File: src/rtl/sclk_dual_div_pkg.sv
package sclk_dual_div_pkg;

  typedef enum logic [1:0] {
    PH_IDLE  = 2'd0,
    PH_DELAY = 2'd1,
    PH_RUN   = 2'd2
  } phase_e;

  // Strobes from the controller to the datapath
  typedef struct packed {
    logic park;     // hold sclk register at the idle level
    logic reload;   // load counter with the live half-period
    logic dec;      // decrement counter
    logic flip;     // toggle sclk, pulse halfTick
    logic running;  // sclk output comes from the toggle register
  } dp_ctl_t;

endpackage

File: src/rtl/sclk_dual_div_ctrl.sv
module sclk_dual_div_ctrl
  import sclk_dual_div_pkg::*;
#(
  parameter int DLY_W = 16
) (
  input  logic             clk,
  input  logic             rstN,
  input  logic             run,
  input  logic             csDelayEn,
  input  logic [DLY_W-1:0] csDelay,
  input  logic             tc,
  output dp_ctl_t          ctl,
  output logic             delayBusy
);

  phase_e           phase, phaseNext;
  logic [DLY_W-1:0] dlyCnt, dlyNext;
  logic             wantDelay;

  assign wantDelay = csDelayEn && (csDelay != '0);

  always_comb begin
    phaseNext = phase;
    dlyNext   = dlyCnt;
    ctl       = '0;
    unique case (phase)
      PH_IDLE: begin
        ctl.park   = 1'b1;
        ctl.reload = 1'b1;
        if (run) begin
          if (wantDelay) begin
            phaseNext = PH_DELAY;
            dlyNext   = csDelay - 1'b1;
          end else begin
            phaseNext = PH_RUN;
          end
        end
      end
      PH_DELAY: begin
        ctl.park   = 1'b1;
        ctl.reload = 1'b1;
        if (!run) begin
          phaseNext = PH_IDLE;
        end else if (dlyCnt == '0) begin
          phaseNext = PH_RUN;
        end else begin
          dlyNext = dlyCnt - 1'b1;
        end
      end
      PH_RUN: begin
        ctl.running = 1'b1;
        if (!run) begin
          phaseNext = PH_IDLE;
        end else if (tc) begin
          ctl.flip   = 1'b1;
          ctl.reload = 1'b1;
        end else begin
          ctl.dec = 1'b1;
        end
      end
      default: phaseNext = PH_IDLE;
    endcase
  end

  always_ff @(posedge clk) begin
    if (!rstN) begin
      phase  <= PH_IDLE;
      dlyCnt <= '0;
    end else begin
      phase  <= phaseNext;
      dlyCnt <= dlyNext;
    end
  end

  assign delayBusy = (phase == PH_DELAY);

endmodule

File: src/rtl/sclk_dual_div_dp.sv
module sclk_dual_div_dp
  import sclk_dual_div_pkg::*;
#(
  parameter int POW2_W = 3,
  parameter int LIN_W  = 8,
  parameter int CNT_W  = 8
) (
  input  logic              clk,
  input  logic              rstN,
  input  dp_ctl_t           ctl,
  input  logic              cpol,
  input  logic              linSel,
  input  logic [POW2_W-1:0] pow2Code,
  input  logic [LIN_W-1:0]  linCode,
  output logic              tc,
  output logic              sclk,
  output logic              halfTick,
  output logic [POW2_W-1:0] heldPow2Code
);

  localparam int NCODES = 2 ** POW2_W;

  logic [CNT_W-1:0]  pow2HalfM1 [NCODES];
  logic [CNT_W-1:0]  linHalfM1;
  logic [CNT_W-1:0]  halfM1;
  logic [CNT_W-1:0]  cnt;
  logic              sclkQ;
  logic              tickQ;
  logic [POW2_W-1:0] heldQ;

  // Power-of-two law: half-period = 2^(code+1), stored minus one
  for (genvar g = 0; g < NCODES; g++) begin : g_pow2
    localparam logic [CNT_W-1:0] HALF_M1 = CNT_W'((64'd1 << (g + 1)) - 64'd1);
    assign pow2HalfM1[g] = HALF_M1;
  end

  // Linear law: half-period = code + 1, stored minus one
  assign linHalfM1 = CNT_W'(linCode);
  assign halfM1    = linSel ? linHalfM1 : pow2HalfM1[pow2Code];
  assign tc        = (cnt == '0);

  always_ff @(posedge clk) begin
    if (!rstN) begin
      cnt   <= '0;
      sclkQ <= 1'b0;
      tickQ <= 1'b0;
      heldQ <= '0;
    end else begin
      tickQ <= ctl.flip;
      if (ctl.reload) begin
        cnt   <= halfM1;
        heldQ <= pow2Code;
      end else if (ctl.dec) begin
        cnt <= cnt - 1'b1;
      end
      if (ctl.park) begin
        sclkQ <= cpol;
      end else if (ctl.flip) begin
        sclkQ <= ~sclkQ;
      end
    end
  end

  assign sclk         = ctl.running ? sclkQ : cpol;
  assign halfTick     = tickQ;
  assign heldPow2Code = ctl.running ? heldQ : '0;

endmodule

File: src/rtl/sclk_dual_div.sv
module sclk_dual_div
  import sclk_dual_div_pkg::*;
#(
  parameter int POW2_W = 3,
  parameter int LIN_W  = 8,
  parameter int DLY_W  = 16
) (
  input  logic              clk,
  input  logic              rstN,
  input  logic              run,
  input  logic              cpol,
  input  logic              linSel,
  input  logic [POW2_W-1:0] pow2Code,
  input  logic [LIN_W-1:0]  linCode,
  input  logic              csDelayEn,
  input  logic [DLY_W-1:0]  csDelay,
  output logic              sclk,
  output logic              halfTick,
  output logic              delayBusy,
  output logic [POW2_W-1:0] heldPow2Code
);

  localparam int P2_BITS = 2 ** POW2_W;
  localparam int CNT_W   = (LIN_W > P2_BITS) ? LIN_W : P2_BITS;

  dp_ctl_t ctl;
  logic    tc;

  sclk_dual_div_ctrl #(.DLY_W(DLY_W)) u_ctrl (
    .clk       (clk),
    .rstN      (rstN),
    .run       (run),
    .csDelayEn (csDelayEn),
    .csDelay   (csDelay),
    .tc        (tc),
    .ctl       (ctl),
    .delayBusy (delayBusy)
  );

  sclk_dual_div_dp #(.POW2_W(POW2_W), .LIN_W(LIN_W), .CNT_W(CNT_W)) u_dp (
    .clk          (clk),
    .rstN         (rstN),
    .ctl          (ctl),
    .cpol         (cpol),
    .linSel       (linSel),
    .pow2Code     (pow2Code),
    .linCode      (linCode),
    .tc           (tc),
    .sclk         (sclk),
    .halfTick     (halfTick),
    .heldPow2Code (heldPow2Code)
  );

endmodule

File: config.mk
export PLATFORM = sky130hd
export DESIGN_NAME = sclk_dual_div
export DESIGN_NICKNAME = d
export VERILOG_FILES = /design/src/rtl/sclk_dual_div_pkg.sv /design/src/rtl/sclk_dual_div_ctrl.sv /design/src/rtl/sclk_dual_div_dp.sv /design/src/rtl/sclk_dual_div.sv
export SDC_FILE = /design/constraint.sdc
export NUM_CORES = 1
export LEC_CHECK = 0
export BUFFER_PORTS_ARGS = -buffer_cell sky130_fd_sc_hd__buf_4
export CAP_MARGIN = 40
export CELL_PAD_IN_SITES_DETAIL_PLACEMENT = 1
export CELL_PAD_IN_SITES_GLOBAL_PLACEMENT = 1
export CORE_MARGIN = 1
export CORE_UTILIZATION = 35
export CTS_CLUSTER_SIZE = 20
export DETAILED_ROUTE_END_ITERATION = 16
export GPL_TIMING_DRIVEN = 0
export PLACE_DENSITY = 0.74
export SLEW_MARGIN = 5
export SYNTH_ARGS = -nofsm -noshare
export SYNTH_HDL_FRONTEND = slang
export SYNTH_SLANG_ARGS = --single-unit
File: constraint.sdc
create_clock -name clk -period 9 [get_ports clk]
set_clock_uncertainty 0.1 [all_clocks]
set_input_delay 2.25 -clock clk [delete_from_list [all_inputs] [get_ports clk]]
set_output_delay 2.25 -clock clk [all_outputs]
set_load 0.005 [all_outputs]
==> metrics.cfg <==
[cells_and_area]
multi_input_area_mm2=0.00166
fillCellCount=847
area_delta_synth_final_pct=20.0
ff_latch_area_um2=621
nets=422
antenna-diode-count=0
layout-drive-gt1-share_pct=16.0

[worst_setup_path]
crit_arrival_ns=2.75
critical_path_class=input pin to output port
reg2reg_to=u_ctrl.dlyCnt[14]
reg2reg_depth=13
ff2ff_setup_slack_ns=4.87
endpoint=sclk
endpoint_kind=output port
regToRegStartpoint=u_ctrl.phase[1]
cp-startpoint=cpol
crit_fanout=2
worst_ep_required_time_ns=6.65
startpoint_type=input pin

[power_and_ir_drop]
swShare_pct=35.0
p_seq_share_pct=38.9
irDropWorstVdd_uv=63.0
p_leak_nw=1.12
clockPowerShare_pct=31.4
p_int_mw=0.263
power.net_switching_mw=0.142
total_power_mw=0.405
p_per_area_mw_per_mm2=139
combPwrFrac_pct=29.6

[global_routing]
grt_max_degree=11
gr-usage-met1_pct=34.9
grt_use_total_pct=25.2
grt_util_met2_pct=41.5
grt-ovfl-total=0
antenna_found_initial=0
grt_pass1_vias=2816
grt-busiest-layer=met2
grt_first_pass_wirelength_um=14300
met3_usage_pct=3.31

[synthesis]
syn_inst=342
synth_most_common_cell=nand2_1
ys.flop_type=dfxtp_1
synth_top_family_by_area=simple AND/OR/NAND/NOR gates
async_flop_share_pct=0
yosys.area_share.adder_pct=1.03
netlist_area_mm2=0.00242
avgSynthCellArea_um2=7.09
ys_seq_area_share_pct=25.6
synthTopCellsByArea=dfxtp_1 (26%), nand2_1 (7.7%), a21oi_1 (7.2%)
ys_types=61
synth_commonest_cells=nand2_1 (50), a21oi_1 (35), nor2_1 (33), dfxtp_1 (31), o21ai_0 (19)
synth_compound_area_share_pct=30.7
synth_seq_cells=31
yosysTopAreaCell=dfxtp_1
syn_nets=377
synth_top_area_share_pct=25.6
yosysWarnings=0
yosys.area_share.simple_pct=31.1
muxShareOfSynthArea_pct=5.06
synth_xor_area_share_pct=0.723
synth_edf_count=0

[detailed_routing]
ant_nets=0
firstDrtPassIters=4
routed_via_density=6.05
drtIter0Drc=187
wl_um=8780
num_vias=2812
wl_per_cell_um=18.9
drc_errors=0

[clock_network]
clk_latency_ns=0.29
postCtsSetupBuffers=0
numClockSinks=31
hold_buffers=0
cts-htree-levels=2
cts_max_path_buffers=2
cts_root_buf=clkbuf_8
cts_tree=done
cts_resized=0
numCtsBuffers=5
clk_pin_slew_worst_paths_ns=0.07

[sta]
fmax_mhz=196
tns_ns=0
min_period_ns=5.10
finalSetupViolations=0
period_share_pct=56.6
drv_slew=0
finalHoldViolations=0
tightest_slew_ns=0.820
slew_headroom_pct=44.9
rsz0062_at_grt=false
finalWorstSetupSlack_ns=3.90

[floorplan]
die_h_um=85.2
initial_core_util_pct=37.1
rows=29
die_area_mm2=0.00726
die_x_um=85.2
io_pins=39
core-area_mm2=0.00653

[min_path]
hold_depth=2
hold_path.class=flop to flop

[flow_run]
cap_viol_max_count=0

[placement]
dp_hpwl_um=6570
dp_slack_ns=3.90
gp_congestion=0.917
port_buffers=38

[status]
outcome=finished clean

==> metrics by stage <==
stage | util, % | hold WS (ns) | area, um^2 | instances
2_1_floorplan | - | 0.327 | 2420 | 342
3_3_place_gp | 43.0 | 0.340 | 2810 | 457
3_5_place_dp | 43.0 | 0.342 | 2810 | 457
4_1_cts | 44.5 | 0.353 | 2910 | 465
5_1_grt | 44.5 | 0.377 | 2910 | 465
6_report | 44.5 | 0.352 | 2910 | 465
==> worst min path at each step <==
stage	startpoint	endpoint	slack, ns
6_report	u_dp.heldQ[1]	u_dp.heldQ[1]	0.35
5_1_grt	u_dp.heldQ[1]	u_dp.heldQ[1]	0.38
4_1_cts	u_dp.heldQ[1]	u_dp.heldQ[1]	0.35
3_5_place_dp	u_dp.heldQ[1]	u_dp.heldQ[1]	0.34
3_3_place_gp	u_dp.heldQ[0]	u_dp.heldQ[0]	0.34
2_1_floorplan	u_dp.heldQ[0]	u_dp.heldQ[0]	0.33
==> logic make-up after synthesis <==
| logic type | after synthesis |
|---|---|
| and+or+nand+nor | 151 |
| adders and majority gates | 2 |
| DFF | 31 |
| xor gates and xnor gates | 2 |
| muxes | 12 |
| buffers and inverters | 32 |
| AOI/OAI and AO/OA | 112 |
==> power by group through the flow <==
stage | combinational [mW] | clock [mW] | sequential (mW)
2_1_floorplan | 0.0765 | 0 | 0.157
3_3_place_gp | 0.115 | 0 | 0.160
3_5_place_dp | 0.118 | 0 | 0.161
4_1_cts | 0.119 | 0.131 | 0.157
5_1_grt | 0.132 | 0.137 | 0.159
6_report | 0.120 | 0.127 | 0.158
==> registers in the layout, indices dropped and copies added, names as in the netlist <==
| signal | count |
|---|---|
| u_dp.halfTick | 1 |
| u_dp.sclkQ | 1 |
| u_ctrl.dlyCnt | 16 |
| u_dp.heldQ | 3 |
| u_ctrl.phase | 2 |
| u_dp.cnt | 8 |
==> layout by cell type (no fill, tap or decap), types with 5 or more instances in the layout <==
cell type,Yosys,final
or3_1,5,5
a31oi_1,7,7
nor4_1,7,7
o21ai_1,7,7
nor3_1,11,11
inv_1,15,15
o21ai_0,19,19
nand3_1,13,13
nor2_1,33,33
mux2i_1,10,10
buf_4,0,38
dfxtp_1,31,31
nand2b_1,5,5
clkbuf_1,11,11
nand2_1,50,50
clkbuf_8,0,7
a21oi_1,35,35
==> critical path, cell delays in order <==
cell	delay [ns]
buf_4	0.11
mux2_2	0.25
buf_4	0.14
==> layout make-up <==
class	count	area share, %
Buffer	17	2.84
Clock buffer	7	3.31
Clock inverter	1	0.258
Inverter	15	1.94
Multi-Input combinational cell	279	57.2
Sequential cell	31	21.3
Tap cell	77	3.31
Timing Repair Buffer	38	9.81
==> per-layer routing <==
metal	vias to the layer above	share of wire, %
met5	-	0
met4	0	1.5
met3	14	5.0
met2	72	44
met1	1362	49
li1	1364	-
Note: power is estimated with default switching activity, not from simulation.
